===== src/rtl/tlv_walk_pkg.sv =====
`timescale 1ns/1ps
package tlv_walk_pkg;
  typedef enum logic [2:0] {ST_IDLE, ST_HREQ, ST_HWAIT, ST_VREQ, ST_VWAIT} walk_st_e;
  typedef enum logic [2:0] {CL_DONE, CL_FAIL, CL_SKIP, CL_VALUE, CL_MBOX} rec_cls_e;

  localparam int unsigned NSLOT = 3;
  typedef enum logic [1:0] {SL_FREQ = 2'd0, SL_CAP = 2'd1, SL_MSG = 2'd2} slot_e;

  localparam logic [14:0] TY_ILLEGAL = 15'd0;
  localparam logic [14:0] TY_PAD     = 15'd1;
  localparam logic [14:0] TY_END     = 15'd2;
  localparam logic [14:0] TY_FREQ    = 15'd3;
  localparam logic [14:0] TY_MBOX    = 15'd4;
  localparam logic [14:0] TY_CAP     = 15'd7;
  localparam logic [14:0] TY_MSG     = 15'd10;

  // width able to hold offset + 4 + a 16-bit length without wrapping
  function automatic int unsigned ext_w(int unsigned addr_w);
    return (((addr_w + 2) > 16) ? (addr_w + 2) : 16) + 1;
  endfunction
endpackage


===== src/rtl/tlv_hdr_decode.sv =====
`timescale 1ns/1ps
module tlv_hdr_decode
  import tlv_walk_pkg::*;
#(
  parameter  int unsigned ADDR_W = 8,
  localparam int unsigned OFF_W  = ADDR_W + 2,
  localparam int unsigned EXT_W  = ext_w(ADDR_W)
) (
  input  logic [31:0]      hdr_i,
  input  logic [OFF_W-1:0] off_i,
  input  logic             first_i,
  output rec_cls_e         cls_o,
  output slot_e            slot_o,
  output logic [OFF_W-1:0] nxt_o,
  output logic             at_lim_o
);
  localparam logic [EXT_W-1:0] MEM_LIM = EXT_W'(1) << OFF_W;

  logic        must_know;
  logic [14:0] kind;
  logic [15:0] vlen;
  logic [EXT_W-1:0] nxt_ext;
  logic        overrun;

  // field split and next-record arithmetic
  assign must_know = hdr_i[31];
  assign kind      = hdr_i[30:16];
  assign vlen      = hdr_i[15:0];
  assign nxt_ext   = EXT_W'(off_i) + EXT_W'(4) + EXT_W'(vlen);
  assign overrun   = nxt_ext > MEM_LIM;
  assign at_lim_o  = nxt_ext == MEM_LIM;
  assign nxt_o     = nxt_ext[OFF_W-1:0];

  always_comb begin
    cls_o  = CL_SKIP;
    slot_o = SL_FREQ;
    if (first_i && (hdr_i == 32'd0)) begin
      cls_o = CL_DONE;
    end else if (kind == TY_ILLEGAL) begin
      cls_o = CL_FAIL;
    end else if (kind == TY_END) begin
      cls_o = CL_DONE;
    end else if (vlen[1:0] != 2'b00) begin
      cls_o = CL_FAIL;
    end else if (overrun) begin
      cls_o = CL_FAIL;
    end else begin
      unique case (kind)
        TY_FREQ, TY_CAP, TY_MSG: begin
          cls_o  = (vlen == 16'd0) ? CL_FAIL : CL_VALUE;
          slot_o = (kind == TY_FREQ) ? SL_FREQ :
                   (kind == TY_CAP)  ? SL_CAP  : SL_MSG;
        end
        TY_MBOX: cls_o = CL_MBOX;
        TY_PAD:  cls_o = CL_SKIP;
        default: cls_o = must_know ? CL_FAIL : CL_SKIP;
      endcase
    end
  end
endmodule


===== src/rtl/tlv_walk_ctrl.sv =====
`timescale 1ns/1ps
module tlv_walk_ctrl
  import tlv_walk_pkg::*;
#(
  parameter  int unsigned ADDR_W   = 8,
  parameter  int unsigned BASE_OFF = 88,
  localparam int unsigned OFF_W    = ADDR_W + 2
) (
  input  logic              clk,
  input  logic              rst_n,
  input  logic              start_i,
  output logic              rd_en_o,
  output logic [ADDR_W-1:0] rd_addr_o,
  output logic [OFF_W-1:0]  off_o,
  output logic              first_o,
  input  rec_cls_e          cls_i,
  input  slot_e             slot_i,
  input  logic [OFF_W-1:0]  nxt_i,
  input  logic              at_lim_i,
  output logic              clr_o,
  output logic              val_ld_o,
  output slot_e             val_sel_o,
  output logic              mb_ld_o,
  output logic              busy_o,
  output logic              done_o,
  output logic              err_o
);
  localparam logic [OFF_W-1:0] BASE = OFF_W'(BASE_OFF);

  walk_st_e         st_q;
  logic [OFF_W-1:0] off_q, nxt_q;
  logic             first_q, lim_q, done_q, err_q;
  slot_e            slot_q;
  logic [ADDR_W-1:0] word_q;

  assign word_q    = off_q[OFF_W-1:2];
  assign rd_en_o   = (st_q == ST_HREQ) || (st_q == ST_VREQ);
  assign rd_addr_o = (st_q == ST_VREQ) ? word_q + ADDR_W'(1) : word_q;
  assign off_o     = off_q;
  assign first_o   = first_q;
  assign clr_o     = (st_q == ST_IDLE) && start_i;
  assign val_ld_o  = st_q == ST_VWAIT;
  assign val_sel_o = slot_q;
  assign mb_ld_o   = (st_q == ST_HWAIT) && (cls_i == CL_MBOX);
  assign busy_o    = st_q != ST_IDLE;
  assign done_o    = done_q;
  assign err_o     = err_q;

  always_ff @(posedge clk) begin
    if (!rst_n) begin
      st_q    <= ST_IDLE;
      off_q   <= '0;
      nxt_q   <= '0;
      first_q <= 1'b0;
      lim_q   <= 1'b0;
      slot_q  <= SL_FREQ;
      done_q  <= 1'b0;
      err_q   <= 1'b0;
    end else begin
      unique case (st_q)
        ST_IDLE: if (start_i) begin
          off_q   <= BASE;
          first_q <= 1'b1;
          done_q  <= 1'b0;
          err_q   <= 1'b0;
          st_q    <= ST_HREQ;
        end
        ST_HREQ: st_q <= ST_HWAIT;
        ST_HWAIT: begin
          first_q <= 1'b0;
          unique case (cls_i)
            CL_DONE: begin done_q <= 1'b1; st_q <= ST_IDLE; end
            CL_FAIL: begin err_q  <= 1'b1; st_q <= ST_IDLE; end
            CL_VALUE: begin
              slot_q <= slot_i;
              nxt_q  <= nxt_i;
              lim_q  <= at_lim_i;
              st_q   <= ST_VREQ;
            end
            default: begin
              if (at_lim_i) begin err_q <= 1'b1; st_q <= ST_IDLE; end
              else begin off_q <= nxt_i; st_q <= ST_HREQ; end
            end
          endcase
        end
        ST_VREQ: st_q <= ST_VWAIT;
        ST_VWAIT: begin
          if (lim_q) begin err_q <= 1'b1; st_q <= ST_IDLE; end
          else begin off_q <= nxt_q; st_q <= ST_HREQ; end
        end
        default: st_q <= ST_IDLE;
      endcase
    end
  end
endmodule


===== src/rtl/tlv_cap_regs.sv =====
`timescale 1ns/1ps
module tlv_cap_regs
  import tlv_walk_pkg::*;
#(
  parameter  int unsigned ADDR_W = 8,
  localparam int unsigned OFF_W  = ADDR_W + 2
) (
  input  logic             clk,
  input  logic             rst_n,
  input  logic             clr_i,
  input  logic             val_ld_i,
  input  slot_e            val_sel_i,
  input  logic [31:0]      data_i,
  input  logic             mb_ld_i,
  input  logic [OFF_W-1:0] hdr_off_i,
  output logic [31:0]      slot_o [NSLOT],
  output logic [OFF_W-1:0] mb_off_o,
  output logic [15:0]      mb_len_o
);
  // one capture register per single-word record type
  for (genvar g = 0; g < NSLOT; g++) begin : g_slot
    logic [31:0] q;
    always_ff @(posedge clk) begin
      if (!rst_n || clr_i)                               q <= '0;
      else if (val_ld_i && (val_sel_i == slot_e'(g)))    q <= data_i;
    end
    assign slot_o[g] = q;
  end

  // region offset points past the header; length comes from the header
  always_ff @(posedge clk) begin
    if (!rst_n || clr_i) begin
      mb_off_o <= '0;
      mb_len_o <= '0;
    end else if (mb_ld_i) begin
      mb_off_o <= hdr_off_i + OFF_W'(4);
      mb_len_o <= data_i[15:0];
    end
  end
endmodule


===== src/rtl/tlv_walker.sv =====
`timescale 1ns/1ps
module tlv_walker
  import tlv_walk_pkg::*;
#(
  parameter int unsigned ADDR_W   = 8,
  parameter int unsigned BASE_OFF = 88
) (
  input  logic              clk,
  input  logic              rst_n,
  input  logic              start_i,
  output logic              rd_en_o,
  output logic [ADDR_W-1:0] rd_addr_o,
  input  logic [31:0]       rd_data_i,
  output logic              busy_o,
  output logic              done_o,
  output logic              err_o,
  output logic [31:0]       freq_o,
  output logic [31:0]       cap_o,
  output logic [31:0]       msg_types_o,
  output logic [ADDR_W+1:0] mbox_off_o,
  output logic [15:0]       mbox_len_o
);
  localparam int unsigned OFF_W = ADDR_W + 2;

  logic [OFF_W-1:0] cur_off, nxt_off;
  logic             first_rec, at_lim;
  rec_cls_e         cls;
  slot_e            slot, val_sel;
  logic             clr, val_ld, mb_ld;
  logic [31:0]      slots [NSLOT];

  tlv_hdr_decode #(.ADDR_W(ADDR_W)) u_dec (
    .hdr_i(rd_data_i), .off_i(cur_off), .first_i(first_rec),
    .cls_o(cls), .slot_o(slot), .nxt_o(nxt_off), .at_lim_o(at_lim)
  );

  tlv_walk_ctrl #(.ADDR_W(ADDR_W), .BASE_OFF(BASE_OFF)) u_ctrl (
    .clk(clk), .rst_n(rst_n), .start_i(start_i),
    .rd_en_o(rd_en_o), .rd_addr_o(rd_addr_o),
    .off_o(cur_off), .first_o(first_rec),
    .cls_i(cls), .slot_i(slot), .nxt_i(nxt_off), .at_lim_i(at_lim),
    .clr_o(clr), .val_ld_o(val_ld), .val_sel_o(val_sel), .mb_ld_o(mb_ld),
    .busy_o(busy_o), .done_o(done_o), .err_o(err_o)
  );

  tlv_cap_regs #(.ADDR_W(ADDR_W)) u_regs (
    .clk(clk), .rst_n(rst_n), .clr_i(clr),
    .val_ld_i(val_ld), .val_sel_i(val_sel), .data_i(rd_data_i),
    .mb_ld_i(mb_ld), .hdr_off_i(cur_off),
    .slot_o(slots), .mb_off_o(mbox_off_o), .mb_len_o(mbox_len_o)
  );

  assign freq_o      = slots[SL_FREQ];
  assign cap_o       = slots[SL_CAP];
  assign msg_types_o = slots[SL_MSG];
endmodule


===== config.mk =====
export PLATFORM = sky130hd
export DESIGN_NAME = tlv_walker
export DESIGN_NICKNAME = d
export VERILOG_FILES = /design/src/rtl/tlv_walk_pkg.sv /design/src/rtl/tlv_hdr_decode.sv /design/src/rtl/tlv_walk_ctrl.sv /design/src/rtl/tlv_cap_regs.sv /design/src/rtl/tlv_walker.sv
export SDC_FILE = /design/constraint.sdc
export NUM_CORES = 1
export LEC_CHECK = 0
export ABC_CLOCK_PERIOD_IN_PS = 7200
export BUFFER_PORTS_ARGS = -buffer_cell sky130_fd_sc_hd__buf_2
export CORE_MARGIN = 1
export CORE_UTILIZATION = 60
export CTS_BUF_LIST = sky130_fd_sc_hd__clkbuf_2 sky130_fd_sc_hd__clkbuf_4 sky130_fd_sc_hd__clkbuf_8
export CTS_CLUSTER_DIAMETER = 150
export DETAILED_ROUTE_END_ITERATION = 12
export PLACE_DENSITY = 0.84
export RECOVER_POWER = 25
export SLEW_MARGIN = 20
export SYNTH_ARGS = -nofsm -noshare
export SYNTH_HDL_FRONTEND = slang
export SYNTH_SLANG_ARGS = --single-unit

===== constraint.sdc =====
create_clock -name clk -period 7.2 [get_ports clk]
set_input_delay 1.8 -clock clk [delete_from_list [all_inputs] [get_ports clk]]
set_output_delay 1.8 -clock clk [all_outputs]
set_load 0.1 [all_outputs]

## After elaboration in Yosys (flattened, before gate mapping)

Index checks and enable logic that the tools add are counted.

| word-level totals | value |
|---|---|
| word-level logic and storage cells | 106 |
| register bits | 151 |
| output and inout bits | 134 |
| input bits | 35 |

| operators by class | value |
|---|---|
| multiplexer cells | 36 |
| order comparisons | 1 |
| reductions and logical operators | 28 |
| add/sub/neg operators | 4 |
| equal/unequal tests | 24 |

Operators with widths:

| cell | count |
|---|---|
| 10-bit two-way mux | 4 |
| 32-bit logical NOT | 1 |
| 15-bit by 2-bit equality test with 1-bit output, second input constant | 2 |
| 15-bit by 3-bit equality test with 1-bit output, second input constant | 2 |
| 10-bit case mux with 3 select lines | 1 |
| 2-bit two-way mux | 10 |
| 3-bit two-way mux | 6 |
| 17-bit by 16-bit adder with 17-bit output | 1 |
| 17-bit by 11-bit equality test with 1-bit output, second input constant | 1 |
| 17-bit by 11-bit > comparator with 1-bit output, second input constant | 1 |
| 16-bit logical NOT | 1 |
| 15-bit by 1-bit equality test with 1-bit output, second input constant | 1 |
| 15-bit by 4-bit equality test with 1-bit output, second input constant | 1 |
| 15-bit logical NOT | 1 |
| 3-bit case mux with 5 select lines | 1 |
| 2-bit != test, second input constant | 7 |
| 10-bit by 3-bit adder with 11-bit output, second input constant | 1 |
| 10-bit by 3-bit adder with 10-bit output, second input constant | 1 |
| 5-bit AND reduction | 2 |
| 3-bit by 2-bit equality test with 1-bit output, second input constant | 3 |
| 3-bit case mux with 3 select lines | 1 |
| 8-bit by 1-bit adder with 8-bit output, second input constant | 1 |
| 8-bit two-way mux | 1 |
| 1-bit two-way mux | 7 |
| 19 further kinds | 35 |

## Longest topological paths before layout

Gate-level depths: netlist (run 1).

| logic depth | value |
|---|---|
| depth after elaboration | 12 |
| mapped depth | 15 |

## Hierarchy

Synthesis (run 1) repeated with hierarchy kept, for this count alone.

| unflattened totals | value |
|---|---|
| cells, all modules | 830 |
| area, all modules | 6935.4 sq um |

By module, submodules not included:

| module | times used | area an instance (sq um) | cells an instance |
|---|---|---|---|
| tlv_cap_regs | 1 | 4345.4 | 524 |
| tlv_walk_ctrl | 1 | 1497.7 | 156 |
| tlv_hdr_decode | 1 | 1092.3 | 150 |

## Least setup slack after synthesis (run 1)

No wires, ideal clock.

| path | value |
|---|---|
| path type | reg2out |
| start point | reg u_ctrl.st_q[0] |
| end point | out rd_addr_o[7] |
| setup slack | 1203 ps |
| path buffers | 1 |
| arrival time | 4197 ps |
| stages on the path, launching flop included | 6 |
| cells stage by stage | dfxtp_1 clkbuf_1 nor2b_1 nand2_1 nor3_1 xor2_1 |

| on the way | value |
|---|---|
| cells in the longest elaborated chain, start to end | 2 |

RTL lines:

| what | RTL line | source |
|---|---|---|
| start, declared | tlv_walk_ctrl.sv:30 | `walk_st_e st_q;` |
| start signal, assigned | tlv_walk_ctrl.sv:51 | `st_q <= ST_IDLE;` |
| start signal, assigned | tlv_walk_ctrl.sv:66 | `st_q <= ST_HREQ;` |
| start signal, assigned | tlv_walk_ctrl.sv:68 | `ST_HREQ: st_q <= ST_HWAIT;` |
| 3-bit by 2-bit equality test with 1-bit output | tlv_walk_ctrl.sv:38 | `assign rd_addr_o = (st_q == ST_VREQ) ? word_q + ADDR_W'(1) : word_q;` |
| 8-bit two-way mux | tlv_walk_ctrl.sv:38 |  |
| end, declared | tlv_walker.sv:12 | `output logic [ADDR_W-1:0] rd_addr_o,` |

Every way passes these cells.

## Worst setup path after layout (run 1)

| path | value |
|---|---|
| start point | in rst_n |
| end point | reg u_regs.mb_len_o[0] |

| on the way | value |
|---|---|
| cells in the longest elaborated chain, start to end | 2 |

RTL lines:

| what | RTL line | source |
|---|---|---|
| start, declared | tlv_walker.sv:9 | `input logic rst_n,` |
| 1-bit logical NOT | tlv_cap_regs.sv:32 | `if (!rst_n \|\| clr_i) begin` |
| 1-bit logical OR | tlv_cap_regs.sv:32 |  |
| end signal, assigned | tlv_cap_regs.sv:37 | `mb_len_o <= data_i[15:0];` |
| end, declared | tlv_cap_regs.sv:18 | `output logic [15:0] mb_len_o` |

Every way passes these cells.
A chain may end at the register's enable or synchronous reset.

==> impl_metrics.yaml, run 1 <==
floorplan:
  die_w_um: 108.7
  dieHeight_um: 108.7
  dieArea_um2: 11810
  ios: 169
  num_rows: 38
  core_um2: 10980
  initial_core_util: 0.6217
logic_synthesis:
  netlist.area_leader.share: 0.4427
  synth_commonest_cells: "nand2_1 (231), dfxtp_1 (151), a21oi_1 (109)"
  synthTopCellsByArea: "dfxtp_1 (44%), nand2_1 (13%), a21oi_1 (8.0%)"
  ys_ff_latch: 151
  synthArstFlopShare: 0
  syn_area_per_cell_um2: 8.080
  synth-edff-count: 0
  yosysUniqueCellTypes: 59
  synth.cell_area_um2: 6828
  synth-main-ff-cell: "dfxtp_1"
  syn_inst: 845
  yosys_warnings: 0
  yosysMostFrequentCell: "nand2_1"
  yosys.area.top_type: "dfxtp_1"
  syn-num-nets: 894
  seq_area_frac_synth: 0.4427
job:
  cap_violations: 1
global_routing:
  grt_pass1_wl_mm: 29.23
  grt_max_degree: 65
  antenna_found_initial: 0
  grt_pass1_vias: 5680
  grt_usage: 0.3237
  grt.overflow.total: 0
cells_and_area:
  drive_gt1_frac: 0.2131
  fin_nets: 1031
  num_antenna_cells: 0
  fill_cells: 858
  syn2layout_area_growth_pct: 20.43
status:
  violations: "capacitance limit, slew limit"
  outcome: "finished, violations left"
clock_tree:
  tritoncts: "built"
  post_cts_buffers: 0
  cts_buffer_depth: 2
  cts_resized: 0
  cts-root-buf: "clkbuf_8"
  clk_pin_slew_worst_paths_ns: 0.08
  hold_buffers: 0
  clk-insertion-delay-late_ns: 0.47
  cts_buffers: 17
  clock_sinks: 151
  htreeDepth: 4
timing:
  relSlewSlack: -0.8291
  final.period_utilization: 0.7411
  tightest_slew_ns: 2.744
  rsz0062_at_grt: "no"
  fmax_mhz: 187.4
  hold_viol: 0
  fin_crit_ns: 5.336
  final_max_slew_viol_count: 65
  setup_viol_count_final: 0
  setup_ws_ns: 1.864
  fin_skew_ns: 0.01279
  fin_tns_setup_ns: 0
critical_path:
  regToRegSetupSlack_ns: 2.60
  path_cells: "clkbuf_1 -> o31ai_4 -> clkbuf_1 -> buf_4 -> nor2_1 -> and2_1"
  worstPathMaxFanout: 64
  r2r_cells: 14
  worstPathArrival_ns: 5.69
  reg2reg_to: "u_ctrl.nxt_q[2]$_SDFFE_PN0P_"
  cp_slowest_stage_delay_ns: 1.96
  critPathSlowestCell: "clkbuf_1"
  start_kind: "input pin"
  crit_start: "rst_n"
  cp.required_ns: 7.56
  critical_path.endpoint_type: "flip-flop"
  cp-endpoint: "u_regs.mb_len_o[0]$_SDFFE_PP0P_"
  critPathMostFrequentCell: "clkbuf_1"
  path_class: "input pin to flip-flop"
  r2r-start: "u_ctrl.off_o[2]$_SDFFE_PN0P_"
detailed_routing:
  drtIter0Drc: 580
  via_per_inst: 5.818
  ant_nets: 0
  routed_wl_mm: 19.00
  wl_per_cell_um: 16.74
  dr.pass1.iters: 5
  vias: 6603
  drc: 0
pwr:
  power_density_nw_per_um2: 226.3
  vdd_drop_max_mv: 0.1531
  p_leak_uw: 0.003362
  finalPower_uw: 1861
placed_design:
  preCtsSetupSlack_ns: 1.536
  port_buffers: 168
  dpl.hpwl_mm: 13.03
  place_congestion: 0.9178
hold_path:
  min_path_type: "flip-flop to flip-flop"
==> power breakdown <==
| group | switching, uW | internal [uW] | leakage, uW | total [uW] |
|---|---|---|---|---|
| clock | 321 | 515 | 0.000260 | 836 |
| sequential | 6.47 | 838 | 0.00122 | 845 |
| combinational | 129 | 51.0 | 0.00189 | 180 |
| total | 456 | 1400 | 0.00336 | 1860 |
==> cell usage in the layout, fill, tap and decap left out, types with 6 or more instances in the layout <==
| cell type | synthesis | routed |
|---|---|---|
| and2_1 | 10 | 10 |
| nor4_1 | 11 | 10 |
| xor2_1 | 11 | 11 |
| and3_1 | 6 | 6 |
| nor2_1 | 42 | 42 |
| dfxtp_1 | 151 | 151 |
| xnor2_1 | 12 | 12 |
| clkbuf_1 | 49 | 10 |
| inv_1 | 8 | 8 |
| nor2b_1 | 20 | 20 |
| nand2_1 | 231 | 230 |
| a211oi_1 | 6 | 6 |
| o21a_1 | 7 | 7 |
| buf_2 | 4 | 159 |
| clkbuf_8 | 0 | 20 |
| o21ai_0 | 13 | 13 |
| ha_1 | 13 | 13 |
| bufinv_16 | 0 | 7 |
| nor3_1 | 9 | 8 |
| nand3_1 | 11 | 11 |
| buf_4 | 0 | 7 |
| a21oi_1 | 109 | 109 |
| mux2i_1 | 42 | 42 |
| a22o_1 | 8 | 8 |
==> final cells by class <==
type / instances / area [um^2] / area share
well taps: 140 / 175.2 / 0.02130
repair buffers: 177 / 897.1 / 0.1091
inverters: 8 / 30.03 / 0.003652
multi-input cells: 627 / 3575 / 0.4347
clock inverters: 11 / 240.2 / 0.02921
flip-flops and latches: 151 / 3023 / 0.3676
clock buffers: 21 / 282.8 / 0.03439
==> critical path: cells and delay by family <==
| family | cells | cell delay [ns] |
|---|---|---|
| AOI/OAI and AO/OA | 1 | 0.18 |
| buffers and inverters | 3 | 3.18 |
| and+or+nand+nor | 2 | 0.47 |
==> routing by layer <==
metal  track usage  share of wire
met5             0              0
met2        0.5131           0.46
met4        0.1129          0.021
met3       0.07233          0.075
met1        0.4342           0.44
==> metrics by stage <==
stage,util,hold slack (ns),cells,area (um^2)
2_1_floorplan,-,0.4544,845,6828
3_3_place_gp,0.7011,0.4375,1102,7700
3_5_place_dp,0.7011,0.4430,1102,7700
4_1_cts,0.7487,0.4541,1134,8223
5_1_grt,0.7487,0.4694,1135,8223
6_report,0.7487,0.4526,1135,8223
==> state kept, by name (all words and copies together), names as in the netlist <==
register and count:
u_ctrl.done_o 1, u_ctrl.err_o 1, u_ctrl.first_o 1, u_ctrl.lim_q 1, u_ctrl.nxt_q 10, u_ctrl.off_o 10
u_ctrl.st_q 3, u_ctrl.val_sel_o 2, u_regs.g_slot.q 96, u_regs.mb_len_o 16, u_regs.mb_off_o 10
==> cells by family after synthesis <==
logic type      count (synthesis)  synth area share
fa+ha+maj                      14           0.02676
mux                            44           0.06487
xor+xnor                       23           0.02950
buf+inv                        67           0.03867
compound gates                180            0.1600
flops                         151            0.4427
simple gates                  366            0.2375
==> worst min path at each step <==
| stage | start | to | slack [ns] | depth (start not counted) |
|---|---|---|---|---|
| after CTS | u_regs.g_slot[1].q[9]$_SDFFE_PP0P_ | u_regs.g_slot[1].q[9]$_SDFFE_PP0P_ | 0.45 | 2 |
| final | u_regs.g_slot[1].q[31]$_SDFFE_PP0P_ | u_regs.g_slot[1].q[31]$_SDFFE_PP0P_ | 0.45 | 2 |
| after global routing | u_regs.g_slot[1].q[14]$_SDFFE_PP0P_ | u_regs.g_slot[1].q[14]$_SDFFE_PP0P_ | 0.47 | 2 |
| after global placement | u_regs.mb_len_o[1]$_SDFFE_PP0P_ | u_regs.mb_len_o[1]$_SDFFE_PP0P_ | 0.44 | 1 |
| after floorplan | u_ctrl.off_o[0]$_SDFFE_PN0P_ | u_ctrl.off_o[0]$_SDFFE_PN0P_ | 0.45 | 2 |
| after detailed placement | u_regs.g_slot[1].q[9]$_SDFFE_PP0P_ | u_regs.g_slot[1].q[9]$_SDFFE_PP0P_ | 0.44 | 2 |
(Power assumes the default switching activity.)
==> run 2, diff against run 1 <==
ABC_CLOCK_PERIOD_IN_PS = 4500   (was 7200)
CORE_UTILIZATION = 50   (was 60)
PLACE_DENSITY = 0.75   (was 0.84)
clock period = 4.5 ns   (was 7.2 ns; I/O delays follow)
==> run 2 against run 1 <==
Effect of this change:
- core utilization down 13 points
- non-clock buffer count up 14
- critical path depth unchanged
- clock skew up 0.00060 ns
- largest power group unchanged
- critical endpoint is now u_regs.mb_len_o[12]$_SDFFE_PP0P_
- cell area up 0.62%
- worst hold slack about the same
- worst setup slack worse by 1.5 ns
- the run still ends with capacitance limit, slew limit left
==> impl_metrics.yaml, run 2 (same netlist as run 1, synthesis figures left out) <==
placed_design:
  place_area_um2: 7928
  dpl.hpwl_mm: 13.34
  place_congestion: 0.8824
  port_buffers: 168
floorplan:
  die_w_um: 118.9
  dieHeight_um: 118.9
  dieArea_um2: 14130
  initial_core_util: 0.5136
  core_um2: 13300
  num_rows: 42
  ios: 169
timing:
  rsz0062_at_grt: "no"
  fin_crit_ns: 4.167
  fmax_mhz: 240.0
  hold_viol: 0
  final_max_slew_viol_count: 112
  setup_viol_count_final: 0
  fin_tns_setup_ns: 0
  final.period_utilization: 0.9261
  fin_skew_ns: 0.01339
  tightest_slew_ns: 1.989
  relSlewSlack: -0.3261
detailed_routing:
  dr.pass1.iters: 5
  wl_per_cell_um: 15.88
  vias: 6413
  drtIter0Drc: 447
  via_per_inst: 5.412
  drc: 0
  ant_nets: 0
  routed_wl_mm: 18.82
clock_tree:
  tritoncts: "built"
  cts_buffers: 17
  post_cts_buffers: 0
  cts_resized: 0
  cts_buffer_depth: 2
  clk-insertion-delay-late_ns: 0.44
  cts-root-buf: "clkbuf_8"
  hold_buffers: 0
  clk_pin_slew_worst_paths_ns: 0.09
  clock_sinks: 151
  htreeDepth: 4
cells_and_area:
  largest_register_ff_count: 96
  top_regs: "u_regs.g_slot.q x96, u_regs.mb_len_o x16"
  multi_input_area_um2: 3592
  fill_cells: 1180
  final_area_um2: 8274
  drive_gt1_frac: 0.2359
  layout_common_cells: "nand2_1 (230), buf_2 (168), dfxtp_1 (151)"
  fin_nets: 1045
  num_antenna_cells: 0
  regArea_um2: 3023
  syn2layout_area_growth_pct: 21.18
  regMostFlops: "u_regs.g_slot.q"
  layout_commonest_cell: "nand2_1"
critical_path:
  cp.required_ns: 4.84
  critPathSlowestCell: "buf_2"
  critical_path.endpoint_type: "flip-flop"
  start_kind: "input pin"
  worstPathArrival_ns: 4.51
  critPathMostFrequentCell: "buf_2"
  path_cells: "buf_2 -> nand2b_1 -> o31ai_1 -> buf_2 -> nor2_1 -> and2_1"
  cp_slowest_stage_delay_ns: 1.57
  path_class: "input pin to flip-flop"
  worstPathMaxFanout: 111
global_routing:
  grt_usage: 0.2653
  grt_pass1_wl_mm: 29.70
  grt_max_degree: 112
  grt_pass1_vias: 5711
  grt.overflow.total: 0
  antenna_found_initial: 0
hold_path:
  min_path_type: "flip-flop to flip-flop"
pwr:
  vdd_drop_max_mv: 0.3882
  power_density_nw_per_um2: 319.0
  finalPower_uw: 2639
  p_leak_uw: 0.003408
job:
  cap_violations: 1
status:
  outcome: "finished, violations left"
  violations: "capacitance limit, slew limit"
run 2: changes by cell type in the layout (fill, tap and decap cells not counted), sizes merged:
cell	change
clkinvlp	-1
inv	+5
clkinv	+6
bufinv	-6
clkbuf	-13
buf	+23
run 2: critical path: cells and delay by family:
kind / cells / cell delay, ns
buffers and inverters: 2 / 1.64
and+or+nand+nor: 3 / 0.71
AOI/OAI and AO/OA: 1 / 0.93
run 2: power by group:
part,internal (uW),switching (uW),total (uW)
registers,1340,10.7,1350
clock network,448,543,992
logic,90.7,205,295
run 2: worst paths after layout:
check             cells after the start                                  to  slack [ns]                          startpoint
setup / recovery                      6    u_regs.mb_len_o[12]$_SDFFE_PP0P_        0.33                             start_i
hold / removal                        2  u_regs.g_slot[1].q[5]$_SDFFE_PP0P_        0.45  u_regs.g_slot[1].q[5]$_SDFFE_PP0P_
setup reg to reg                     13    u_regs.mb_len_o[12]$_SDFFE_PP0P_        0.40        u_ctrl.off_o[2]$_SDFFE_PN0P_
hold reg to reg                       2  u_regs.g_slot[1].q[5]$_SDFFE_PP0P_        0.45  u_regs.g_slot[1].q[5]$_SDFFE_PP0P_
run 2: metrics by stage:
stage | std cells | worst slack [ns] | utilization | hold slack, ns
after floorplan | 845 | -0.08270 | - | 0.4544
after global placement | 1153 | 0.1231 | 0.5963 | 0.4382
after detailed placement | 1153 | 0.03761 | 0.5963 | 0.4414
after CTS | 1185 | 0.4755 | 0.6244 | 0.4532
after global routing | 1185 | 0.08841 | 0.6223 | 0.4677
final | 1185 | 0.3328 | 0.6223 | 0.4526
run 2: layout make-up:
class	count	share of cell area
well taps	176	0.02661
repair buffers	191	0.1251
multi-input cells	627	0.4341
clock inverters	15	0.01694
inverters	8	0.003629
flip-flops and latches	151	0.3653
clock buffers	17	0.02828
run 2: routing by layer:
metal  global-route usage  part of all wire  up-vias
li1                     -                 -     3179
met1               0.3584              0.46     3021
met2               0.4258              0.46      187
met3              0.04885             0.054       26
met4              0.09019             0.021        0
met5                    0                 0        -
